<file path="config.mk">
export PLATFORM = sky130hd
export DESIGN_NAME = gpio_evt_port
export DESIGN_NICKNAME = d
export VERILOG_FILES = /design/src/rtl/gpio_evt_port.sv
export SDC_FILE = /design/constraint.sdc
export NUM_CORES = 1
export LEC_CHECK = 0
export BUFFER_PORTS_ARGS = -buffer_cell sky130_fd_sc_hd__buf_2
export CORE_MARGIN = 2
export CORE_UTILIZATION = 65
export CTS_BUF_LIST = sky130_fd_sc_hd__clkbuf_4 sky130_fd_sc_hd__clkbuf_8
export CTS_CLUSTER_DIAMETER = 30
export CTS_CLUSTER_SIZE = 16
export DETAILED_ROUTE_END_ITERATION = 8
export PLACE_DENSITY = 0.94
export SLEW_MARGIN = 30
export SYNTH_ARGS = -nofsm -noshare
export SYNTH_HDL_FRONTEND = slang
export SYNTH_SLANG_ARGS = --single-unit
</file>
<file path="constraint.sdc">
create_clock -name clk -period 3.2 [get_ports clk]
set_input_delay 0.64 -clock clk [delete_from_list [all_inputs] [get_ports clk]]
set_output_delay 0.64 -clock clk [all_outputs]
set_load 0.02 [all_outputs]
</file>
<file path="src/rtl/gpio_evt_port.sv">
module gpio_evt_port (
  input  logic       clk,
  input  logic       rst_n,
  input  logic       bus_we,
  input  logic [2:0] bus_addr,
  input  logic [7:0] bus_wdata,
  output logic [7:0] bus_rdata,
  input  logic [7:0] pin_in,
  output logic [7:0] pin_out,
  output logic [7:0] pin_oe,
  output logic       irq,
  output logic       smi
);
  localparam int PINS = 8;
  localparam int SW = $clog2(PINS);
  localparam logic [2:0] A_DOUT = 3'd0, A_DIN = 3'd1, A_EN = 3'd2, A_ST = 3'd3,
                         A_SEL = 3'd4, A_CFG = 3'd5, A_RTE = 3'd6;

  logic [PINS-1:0] dout_r, en_r, st_r, s1, s2, s3;
  logic [PINS-1:0] oe_r, pp_r, lvl_r, pol_r, lock_r;
  logic [PINS-1:0][1:0] rt_r;
  logic [SW-1:0] sel_r;
  logic [PINS-1:0] ev, to_irq, to_smi, clr;

  wire wr_cfg = bus_we && bus_addr == A_CFG && !lock_r[sel_r];
  wire wr_rte = bus_we && bus_addr == A_RTE && !lock_r[sel_r];
  assign clr = (bus_we && bus_addr == A_ST) ? bus_wdata : '0;

  always_comb begin
    for (int i = 0; i < PINS; i++) begin
      if (lvl_r[i]) ev[i] = (s2[i] == pol_r[i]);
      else          ev[i] = pol_r[i] ? (s2[i] & ~s3[i]) : (~s2[i] & s3[i]);
      to_irq[i] = (rt_r[i] == 2'b01);
      to_smi[i] = (rt_r[i] == 2'b10);
    end
  end

  always_ff @(posedge clk) begin
    if (!rst_n) begin
      {s1, s2, s3} <= '0;
      {dout_r, en_r, st_r} <= '0;
      {oe_r, pp_r, lvl_r, pol_r, lock_r} <= '0;
      rt_r  <= '0;
      sel_r <= '0;
    end else begin
      s1 <= pin_in;
      s2 <= s1;
      s3 <= s2;
      st_r <= (st_r & ~clr) | ev;
      if (bus_we && bus_addr == A_DOUT) dout_r <= bus_wdata;
      if (bus_we && bus_addr == A_EN)   en_r   <= bus_wdata;
      if (bus_we && bus_addr == A_SEL)  sel_r  <= bus_wdata[SW-1:0];
      if (wr_cfg) begin
        oe_r[sel_r]   <= bus_wdata[0];
        pp_r[sel_r]   <= bus_wdata[1];
        lvl_r[sel_r]  <= bus_wdata[2];
        pol_r[sel_r]  <= bus_wdata[3];
        lock_r[sel_r] <= bus_wdata[7];
      end
      if (wr_rte) rt_r[sel_r] <= bus_wdata[1:0];
    end
  end

  assign pin_out = dout_r;
  assign pin_oe  = oe_r & (pp_r | ~dout_r);
  assign irq = |(st_r & en_r & to_irq);
  assign smi = |(st_r & en_r & to_smi);

  always_comb begin
    case (bus_addr)
      A_DOUT:  bus_rdata = dout_r;
      A_DIN:   bus_rdata = s2;
      A_EN:    bus_rdata = en_r;
      A_ST:    bus_rdata = st_r;
      A_SEL:   bus_rdata = {{(8-SW){1'b0}}, sel_r};
      A_CFG:   bus_rdata = {lock_r[sel_r], 3'b000, pol_r[sel_r], lvl_r[sel_r],
                            pp_r[sel_r], oe_r[sel_r]};
      A_RTE:   bus_rdata = {6'b0, rt_r[sel_r]};
      default: bus_rdata = 8'h00;
    endcase
  end


  st_sticky_chk: assert property (@(posedge clk) disable iff (!rst_n)
    !(bus_we && bus_addr == A_ST) |=> ((st_r & $past(st_r)) == $past(st_r)));


  lock_hold_chk: assert property (@(posedge clk) disable iff (!rst_n)
    (bus_we && bus_addr == A_CFG && lock_r[sel_r]) |=>
      (oe_r == $past(oe_r) && lock_r == $past(lock_r) && pol_r == $past(pol_r)));


  od_no_high_chk: assert property (@(posedge clk) disable iff (!rst_n)
    ((pin_oe & pin_out & ~pp_r) == 8'h00));


  notify_src_chk: assert property (@(posedge clk) disable iff (!rst_n)
    (irq || smi) |-> (|(st_r & en_r)));
endmodule

</file>
-- After elaboration in Yosys (flattened, before gate mapping)
Index checks and enable logic that the tools add are counted.
- latch bits: 0
- register bits after elaboration: 107
- bits in writable memories: 0
- word-level logic and storage cells: 146
- output and inout bits: 26
- input port bits: 22
- memory bits (read-only): 0
- memories kept: 0
- divide/modulo/power cells: 0
- add/sub/neg operators: 0
- muxes and demuxes: 40
- reduce and logical (&&, ||, !) cells: 13
- bitwise operators: 41
- multiply operators: 0
- eq/ne operators: 30
- shifts and indexed selects: 0
- $lt $le $gt $ge: 2
- operators by type and width (cell ; count):
    $pmux W8 S7 ; 1
    $and A8 B8 Y8 ; 5
    $bwmux W8 ; 5
    $mux W1 ; 22
    $and A1 B1 Y1 ; 16
    $bwmux W16 ; 1
    $eq A2 B1 Y1 const B ; 8
    $eq A2 B2 Y1 const B ; 8
    $not A1 Y1 ; 16
    $not A8 Y8 ; 2
    $or A8 B8 Y8 ; 2
    $reduce_or A8 Y1 ; 2
    $bmux W1 S3 ; 5
    $eq A3 B3 Y1 const B ; 3
    $logic_and A1 B1 Y1 ; 9
    $eq A1 B1 Y1 ; 8
    $mux W8 ; 1
    $bmux W2 S3 ; 1
    $demux W2 S3 ; 1
    $eq A3 B2 Y1 const B ; 2
    $lt A3 B4 Y1 const B ; 1
    $mux W2 ; 2
    $demux W1 S3 ; 1
    $eq A3 B1 Y1 const B ; 1
    3 further kinds ; 3

-- Depth between registers and ports, before layout
Gate-level depths: netlist (run 1).
- depth after elaboration: 6
- gate-level depth with buffers: 7
- depth with buffers taken out: 4

-- Worst setup path after synthesis (run 1)
No wires, ideal clock.
- path type: input port to output port
- start point: input bus_addr[0]
- end point: output bus_rdata[0]
- path slack: 0.785 ns
- buffers on the path: 2
- data required time: 2.560 ns
- data arrival time: 1.775 ns
- stages on the path: 5
- path through: buf_4 > buf_2 > nand3b_1 > o32a_1 > o2111ai_1
- cells in the longest elaborated chain, start to end: 2
- elaborated cells on any way between the ends: 8
- classes of those cells: eq/ne (6); mux (1); reduce/logical (1)
- RTL lines (element ; RTL line ; source):
    start, declared ; 5 ; input logic [2:0] bus_addr,
    $eq A3 B3 Y1, or another cell as far along ; 70 ; case (bus_addr)
    $pmux W8 S7 * ; 70 ;
    end, declared ; 7 ; output logic [7:0] bus_rdata,
Mark *: on every way between the ends. The rest lies on a longest branch, timed or not.

-- Final worst setup path (run 1)
- start point: register sel_r[2]
- end point: output bus_rdata[0]
- cells in the longest elaborated chain, start to end: 3
- elaborated cells on any way between the ends: 5
- classes of those cells: mux (5)
- RTL lines (element ; RTL line ; source):
    start, declared ; 22 ; logic [SW-1:0] sel_r;
    start signal, assigned ; 52 ; if (bus_we && bus_addr == A_SEL) sel_r <= bus_wdata[SW-1:0];
    $bmux W2 S3 / $bmux W1 S3 (equally long branches) ; 78, 77 ;
    $mux W2 (implied by the code) / $mux W1 (equally long branches) ; 78, 77 ;
    $pmux W8 S7 * ; 70 ;
Mark *: on every way between the ends. The rest lies on a longest branch, timed or not. The select of a mux whose other input is x is not followed.

==> results.py, run 1 <==
metrics = {
    "status": {
        "status": "complete, no violations",
    },
    "power_and_ir_drop": {
        "ir_drop_v": 0.0003182,
        "switching_share": 0.2552,
        "switchingPower_uw": 647.4,
        "cell_internal_pwr_mw": 1.890,
        "p_seq_frac": 0.544,
        "combPwrFrac": 0.071,
        "p_total_mw": 2.537,
        "power.density_mw_per_mm2": 434.3,
        "p_leak_nw": 2.136,
        "p_clk_frac": 0.385,
    },
    "place": {
        "place_congestion": 0.9954,
        "numPlacedInstances": 692,
        "dp_hpwl_um": 10650,
        "dpl-instance-area_mm2": 0.005597,
        "portBuffers": 47,
    },
    "cells_and_area": {
        "layout-drive-gt1-share": 0.1642,
        "mostFrequentLayoutCell": "dfxtp_1",
        "layout.cells.non_filler": 708,
        "design_area_mm2": 0.005843,
        "syn2layout_area_growth_pct": 9.138,
        "antenna_cells": 0,
        "final_util": 0.7220,
        "final_nets": 620,
        "fillers": 610,
        "layout_common_cells": "105 x dfxtp_1, 76 x nand2_1, 47 x buf_2, 44 x nor2b_1, 44 x mux2i_1",
    },
    "detailed_routing": {
        "drtPass1Iterations": 5,
        "routed_wl_um": 14790,
        "drc": 0,
        "drtIter0Drc": 530,
        "vias": 4589,
        "drtAntennaViolNets": 0,
        "routedWlPerCell_um": 20.89,
        "via_per_inst": 6.482,
    },
    "yosys": {
        "syn-cell-area_mm2": 0.005354,
        "avgSynthCellArea_um2": 9.344,
        "synthesis.nets": 595,
        "yosysSeqAreaShare": 0.4001,
        "ys_warn_count": 0,
        "synth_edf_count": 0,
        "synthCells": 573,
        "async_flop_share": 0,
        "synth-main-ff-cell": "dfxtp_1",
        "synth-seq-cells": 107,
        "synth.distinct_cells": 51,
    },
    "setup_path": {
        "path_depth": 6,
        "cp-start-kind": "register",
        "required_ns": 2.56,
        "r2r_setup_slack_ns": 0.99,
        "cp_max_fo": 17,
        "crit_type": "reg2out",
        "critPathTopFamily": "flip-flops",
        "cp.arrival_ns": 2.45,
        "max_stage_delay_ns": 0.67,
        "slowest_stage": "dfxtp_1",
        "ff2ff_path_depth": 6,
        "crit_buf_inv": 2,
        "end_kind": "output pin",
        "path_cells": "buf_4, nor2b_1, a22o_1, a221oi_1, o2111ai_1, buf_2",
    },
    "global_routing": {
        "grt_first_pass_wirelength_um": 23050,
        "grt_max_degree": 48,
        "antenna_found_initial": 0,
        "grt-ovfl-total": 0,
        "grt_usage": 0.3451,
        "first_global_vias": 4389,
    },
    "floorplan": {
        "die_h_um": 94.76,
        "start_util": 0.6616,
        "die_w_um": 94.76,
        "row_count": 33,
        "fp.coreArea_mm2": 0.008093,
        "pin_count": 48,
        "dieArea_mm2": 0.008979,
    },
    "timing": {
        "setup_viol": 0,
        "post-route-period-util": 0.9655,
        "finClkSkew_ns": 0.008978,
        "fin_setup_tns_ns": 0,
        "slew_headroom": 0.5049,
        "slew_violations": 0,
        "worst_pin_slew_ns": 0.7427,
        "hold_viol_final": 0,
        "fmax_mhz": 323.7,
        "min_period_ns": 3.090,
        "rsz0062_at_grt": "no",
    },
    "min_path": {
        "hold_path.class": "reg2reg",
        "min_path_cells": 1,
    },
    "cts": {
        "clk_latency_ns": 0.37,
        "clkSinkCount": 107,
        "cts_setup_buffers": 0,
        "cts_tree": "yes",
        "cts_buffer_depth": 2,
        "clkTransAtPathRegs_ns": 0.11,
        "root_buffer": "clkbuf_8",
        "cts_made_buffers": 9,
        "cts_htree_levels": 3,
    },
    "run": {
        "max-cap-violations": 0,
    },
}
==> sequential cells by signal (all words and copies together) (netlist names) <==
register,count
en_r,8
s3,8
oe_r,8
s1,8
st_r,8
lvl_r,8
lock_r,8
pp_r,8
pol_r,8
s2,8
sel_r,3
pin_out,8
rt_r,16
==> metrics by stage <==
| stage | hold slack [ns] | setup slack [ns] |
|---|---|---|
| after global placement | 0.4137 | 0.5241 |
| final | 0.4501 | 0.1105 |
| after floorplan | 0.4119 | 0.7849 |
| after CTS | 0.4510 | 0.06930 |
| after detailed placement | 0.4258 | 0.4855 |
| after global routing | 0.4393 | 0.07141 |
==> final timing paths <==
check | startpoint | to
min | s1[0]$_SDFF_PN0_ | s2[0]$_SDFF_PN0_
max | sel_r[2]$_SDFFE_PN0P_ | bus_rdata[0]
max reg2reg | sel_r[2]$_SDFFE_PN0P_ | pp_r[5]$_SDFFE_PN0P_
min reg2reg | s1[0]$_SDFF_PN0_ | s2[0]$_SDFF_PN0_
==> metal layers <==
layer  up-vias  routed length [µm]  track usage
li1       2087                   -            -
met1      2156                5861       0.4570
met2       289                6827       0.5449
met3        57                1412      0.07023
met4         0                 688       0.1570
met5         -                   0            0
==> cells in the mapped netlist, types with 3 or more instances <==
cell,number,area share
o211ai_1,3,0.0042
a22o_1,4,0.0065
a21boi_1,40,0.056
a21oi_1,7,0.0065
nand2b_1,13,0.015
nand3_1,31,0.029
inv_1,9,0.0063
buf_2,13,0.012
dfxtp_1,107,0.40
nor2_1,11,0.0077
nor2b_1,44,0.051
mux2i_1,44,0.082
a31oi_1,11,0.013
a21boi_0,8,0.011
mux4_2,12,0.050
clkbuf_1,23,0.016
nand4b_1,15,0.025
nand3b_1,3,0.0042
nand2_1,76,0.053
nor4_4,3,0.012
nor3_1,10,0.0093
and2_1,29,0.034
mux2_1,3,0.0063
buf_4,4,0.0056
nor3_2,3,0.0056
nor3b_1,6,0.0084
o21ai_1,3,0.0028
and4b_1,4,0.0075
==> logic make-up (layout without fill, tap and decap cells) <==
group / Yosys count / in the layout / share of synthesized area
compound gates: 91 / 91 / 0.1243
flops: 107 / 107 / 0.4001
buf+inv: 53 / 83 / 0.04440
simple gates: 262 / 262 / 0.2900
mux: 60 / 60 / 0.1412
==> power groups by stage <==
stage | registers, mW | clock network [mW] | logic (mW)
2_1_floorplan | 1.40 | 0 | 0.129
3_3_place_gp | 1.41 | 0 | 0.172
3_5_place_dp | 1.41 | 0 | 0.177
4_1_cts | 1.38 | 0.986 | 0.178
5_1_grt | 1.38 | 1.04 | 0.193
6_report | 1.38 | 0.977 | 0.181
==> final cells by class <==
type	instances	area [µm²]	share of cell area
Sequential cell	107	2145	0.3670
Multi-Input combinational cell	413	2974	0.5090
Inverter	10	37.54	0.006424
Timing Repair Buffer	57	310.3	0.05311
Clock inverter	7	121.4	0.02077
Clock buffer	9	123.9	0.02120
Tap cell	105	131.4	0.02248
==> timing repair <==
action                     in CTS  in global routing
setup endpoints to repair       0                  2
resized for setup               0                  1
hold buffers                    0                  0
(Power assumes the default switching activity.)
==> inputs of run 2 (changes only) <==
- CORE_UTILIZATION: 65 -> 40
- PLACE_DENSITY: 0.94 -> 0.65
==> results.py, run 2 (same netlist as run 1, synthesis figures left out) <==
metrics = {
    "timing": {
        "finClkSkew_ns": 0.008046,
        "hold_viol_final": 0,
        "post-route-period-util": 0.9598,
        "worst_slack_ns": 0.1285,
        "hold-worst-slack_ns": 0.4410,
        "worst_pin_slew_ns": 0.8028,
        "min_period_ns": 3.071,
        "slew_headroom": 0.4619,
        "slew_violations": 0,
        "fmax_mhz": 325.6,
        "setup_viol": 0,
        "rsz0062_at_grt": "no",
        "fin_setup_tns_ns": 0,
    },
    "floorplan": {
        "die_h_um": 119.7,
        "pin_count": 48,
        "row_count": 42,
        "fp.coreArea_mm2": 0.01314,
        "die_w_um": 119.7,
        "start_util": 0.4075,
        "dieArea_mm2": 0.01433,
    },
    "power_and_ir_drop": {
        "power.density_mw_per_mm2": 402.8,
        "p_leak_nw": 2.118,
        "p_total_mw": 2.375,
        "ir_drop_v": 0.0002429,
    },
    "setup_path": {
        "cp_max_fo": 17,
        "end_kind": "output pin",
        "slowest_stage": "dfxtp_1",
        "crit_buf_inv": 2,
        "path_cells": "buf_4, nor2b_1, a22o_1, a221oi_1, o2111ai_1, buf_2",
        "cp-start-kind": "register",
        "cp.arrival_ns": 2.43,
        "crit_type": "reg2out",
        "critPathTopFamily": "flip-flops",
        "max_stage_delay_ns": 0.77,
        "required_ns": 2.56,
        "r2r_setup_slack_ns": 1.04,
    },
    "cts": {
        "cts_htree_levels": 3,
        "cts_made_buffers": 9,
        "cts_setup_buffers": 0,
        "clkTransAtPathRegs_ns": 0.10,
        "cts_buffer_depth": 2,
        "clk_latency_ns": 0.39,
        "clkSinkCount": 107,
        "root_buffer": "clkbuf_8",
        "cts_resized": 0,
        "cts-hold-fix-buffers": 0,
        "cts_tree": "yes",
    },
    "detailed_routing": {
        "drtIter0Drc": 488,
        "routed_wl_um": 14590,
        "highest_layer": "met4",
        "drc": 0,
        "routedWlPerCell_um": 18.71,
        "via_per_inst": 5.624,
        "wl_met2_um": 6975,
        "wl_met3_um": 860,
        "met1_length_um": 6308,
        "drtPass1Iterations": 5,
        "drtAntennaViolNets": 0,
        "vias": 4387,
    },
    "place": {
        "preCtsSetupSlack_ns": 0.4782,
        "dpl-instance-area_mm2": 0.005705,
        "place_congestion": 0.9344,
        "portBuffers": 47,
        "dp_hpwl_um": 10660,
        "numPlacedInstances": 764,
    },
    "cells_and_area": {
        "syn2layout_area_growth_pct": 10.12,
        "largest_reg_flops": 16,
        "layout_common_cells": "106 x dfxtp_1, 76 x nand2_1, 47 x buf_2, 44 x nor2b_1, 44 x mux2i_1",
        "final_nets": 621,
        "antenna_cells": 0,
        "layout.cells.non_filler": 780,
        "design_area_mm2": 0.005896,
        "final_util": 0.4488,
        "layout-drive-gt1-share": 0.1639,
        "top_register": "rt_r",
        "mostFrequentLayoutCell": "dfxtp_1",
    },
    "global_routing": {
        "first_global_vias": 4135,
        "grt_usage": 0.2121,
        "antenna_found_initial": 0,
        "grt_first_pass_wirelength_um": 23090,
        "grt_max_degree": 53,
        "grt-ovfl-total": 0,
    },
    "run": {
        "max-cap-violations": 0,
    },
    "status": {
        "status": "complete, no violations",
    },
    "min_path": {
        "hold_path.class": "reg2reg",
    },
}
[run 2: cell count changes in the layout (fill, tap and decap cells not counted)]
cell / delta
buf_12: +1
bufinv_16: -2
clkbuf_4: +1
clkbuf_8: +1
clkinv_8: -2
clkinvlp_4: +1
dfxtp_1: +1
dfxtp_2: -1
inv_6: +1
[run 2: area by class of cell]
type | instances | area (µm²)
Tap cell | 176 | 220.2
Sequential cell | 107 | 2143
Clock buffer | 11 | 145.1
Fill cell | 1299 | 7242
Clock inverter | 5 | 45.04
Timing Repair Buffer | 58 | 330.3
Multi-Input combinational cell | 413 | 2974
Inverter | 10 | 37.54
[run 2: metal layers]
metal / track usage / vias to the layer above
met4: 0.08088 / 0
met2: 0.3461 / 133
li1: - / 2081
met3: 0.04278 / 23
met1: 0.2770 / 2150
met5: 0 / -
[run 2: report_power, final]
| group | switching [mW] | total [mW] | leakage (nW) | internal, mW |
|---|---|---|---|---|
| sequential | 0.0255 | 1.38 | 0.868 | 1.35 |
| clock | 0.489 | 0.815 | 0.0959 | 0.326 |
| combinational | 0.107 | 0.180 | 1.15 | 0.0729 |
[run 2: worst paths after layout]
kind | start | to | depth (start not counted)
worst max-delay path | sel_r[2]$_SDFFE_PN0P_ | bus_rdata[0] | 6
worst max register to register | sel_r[2]$_SDFFE_PN0P_ | pp_r[4]$_SDFFE_PN0P_ | 5
worst min-delay path | s1[0]$_SDFF_PN0_ | s2[0]$_SDFF_PN0_ | 1
worst min register to register | s1[0]$_SDFF_PN0_ | s2[0]$_SDFF_PN0_ | 1
==> inputs of run 3 (changes only) <==
- ABC_AREA: default -> 1
- CORE_ASPECT_RATIO: default -> 0.7
- GPL_ROUTABILITY_DRIVEN: default -> 1
==> results.py, run 3 <==
metrics = {
    "detailed_routing": {
        "drc": 0,
        "routedWlPerCell_um": 15.12,
        "routed_wl_um": 16920,
        "drtAntennaViolNets": 0,
        "vias": 5559,
        "drtPass1Iterations": 5,
        "via_per_inst": 4.968,
        "drtIter0Drc": 535,
    },
    "yosys": {
        "synth-main-ff-cell": "dfxtp_1",
        "synth-seq-cells": 107,
        "async_flop_share": 0,
        "netlist.top_cell.by_area": "dfxtp_1",
        "ys_warn_count": 0,
        "syn-cell-area_mm2": 0.005562,
        "synthCells": 889,
        "synth.distinct_cells": 29,
        "yosysSeqAreaShare": 0.3852,
        "synth_edf_count": 0,
        "synth.top_cell.area_share": 0.3852,
        "synthTopCellsByCount": "270 x nand2_1, 157 x inv_1, 107 x dfxtp_1",
        "avgSynthCellArea_um2": 6.256,
        "synthesis.nets": 911,
        "synthTopCellsByArea": "dfxtp_1 39%, nand2_1 18%, inv_1 11%, nand4_1 6.6%, nor2_1 5.3%",
        "synth.most_common_cell": "nand2_1",
    },
    "floorplan": {
        "die_w_um": 144.9,
        "pin_count": 48,
        "dieArea_mm2": 0.01488,
        "die_h_um": 102.7,
        "fp.coreArea_mm2": 0.01374,
        "row_count": 36,
        "start_util": 0.4048,
    },
    "cts": {
        "cts_buffer_depth": 2,
        "cts-hold-fix-buffers": 0,
        "root_buffer": "clkbuf_8",
        "cts_tree": "yes",
        "clkSinkCount": 107,
        "cts_htree_levels": 3,
        "cts_setup_buffers": 0,
        "clk_latency_ns": 0.38,
        "cts_made_buffers": 9,
        "cts_resized": 0,
        "clkTransAtPathRegs_ns": 0.11,
    },
    "place": {
        "place_congestion": 0.9247,
        "dp_hpwl_um": 12500,
        "preCtsSetupSlack_ns": 0.7210,
        "dpl-instance-area_mm2": 0.006016,
        "portBuffers": 47,
        "numPlacedInstances": 1103,
    },
    "timing": {
        "fin_setup_tns_ns": 0,
        "rsz0062_at_grt": "no",
        "min_period_ns": 2.869,
        "slew_violations": 0,
        "hold_viol_final": 0,
        "fmax_mhz": 348.6,
        "finClkSkew_ns": 0.01600,
        "slew_headroom": 0.5136,
        "setup_viol": 0,
        "worst_slack_ns": 0.3314,
        "worst_pin_slew_ns": 0.7251,
        "hold-worst-slack_ns": 0.4160,
        "post-route-period-util": 0.8964,
    },
    "setup_path": {
        "cp-start-kind": "register",
        "r2r_setup_slack_ns": 0.98,
        "crit_type": "reg2out",
        "slowest_stage": "o21ai_0",
        "required_ns": 2.56,
        "crit_top_cell": "nand2_1",
        "cp_max_fo": 37,
        "end_kind": "output pin",
        "path_cells": "buf_12, o21ai_0, nand2_1, nand2_1, nand2_1, nand2_1, nand2_1, nand3_1, buf_2",
        "max_stage_delay_ns": 0.54,
        "cp.arrival_ns": 2.23,
    },
    "power_and_ir_drop": {
        "p_total_mw": 2.497,
        "ir_drop_v": 0.0002213,
        "p_leak_nw": 2.942,
        "power.density_mw_per_mm2": 401.7,
    },
    "global_routing": {
        "first_global_vias": 4853,
        "antenna_found_initial": 0,
        "grt_usage": 0.2326,
        "use_met1": 0.3339,
        "grt-ovfl-total": 0,
        "grt_util_met3": 0.06858,
        "grt_first_pass_wirelength_um": 26730,
        "busiest_layer": "met2",
        "grt_max_degree": 73,
        "groute.layer.met2.usage": 0.3388,
    },
    "cells_and_area": {
        "layout.cells.non_filler": 1119,
        "final_nets": 946,
        "top_register": "rt_r",
        "design_area_mm2": 0.006217,
        "largest_reg_flops": 16,
        "fillers": 1468,
        "final_util": 0.4526,
        "multi_input_area_mm2": 0.002608,
        "layout_common_cells": "270 x nand2_1, 157 x inv_1, 107 x dfxtp_1, 78 x nor2_1, 59 x nand4_1",
        "regArea_mm2": 0.002142,
        "layout-drive-gt1-share": 0.1066,
        "syn2layout_area_growth_pct": 11.79,
        "mostFrequentLayoutCell": "nand2_1",
        "antenna_cells": 0,
    },
    "min_path": {
        "hold_path.class": "reg2reg",
    },
    "status": {
        "status": "complete, no violations",
    },
    "run": {
        "max-cap-violations": 0,
    },
}
[run 3: worst max-delay path, delay by kind of cell (launching register included)]
kind                   cells  cell delay, ns
AO/OA/AOI/OAI              1            0.54
AND/OR/NAND/NOR            6            0.47
flip-flops                 1            0.42
buffers and inverters      2            0.40
[run 3: cell type report]
type                            count  share of cell area
Clock inverter                      4            0.007849
Timing Repair Buffer               66             0.06480
Tap cell                          190             0.03824
Clock buffer                       12             0.02455
Multi-Input combinational cell    574              0.4194
Sequential cell                   107              0.3445
Inverter                          166              0.1006
[run 3: report_power, final]
part / internal [mW] / leakage [nW] / switching, mW
clock: 0.402 / 0.108 / 0.461
sequential: 1.36 / 0.868 / 0.0289
combinational: 0.0705 / 1.97 / 0.175
[run 3: metal layers]
layer	wire, µm	part of all wire
met4	283	0.017
met2	6550	0.39
met3	2027	0.12
met1	8056	0.48
met5	0	0
[run 3: kinds of logic after synthesis]
group                  share of synthesized area
AOI/OAI and AO/OA                        0.09539
DFF                                       0.3852
buffers and inverters                     0.1474
and+or+nand+nor                           0.3721
[run 3: final timing paths]
kind                          from                    end  cells past startpoint
max          sel_r[0]$_SDFFE_PN0P_           bus_rdata[0]                      9
min               s1[1]$_SDFF_PN0_       s2[1]$_SDFF_PN0_                      2
max reg2reg  sel_r[0]$_SDFFE_PN0P_  lvl_r[7]$_SDFFE_PN0P_                     10
min reg2reg       s1[1]$_SDFF_PN0_       s2[1]$_SDFF_PN0_                      2
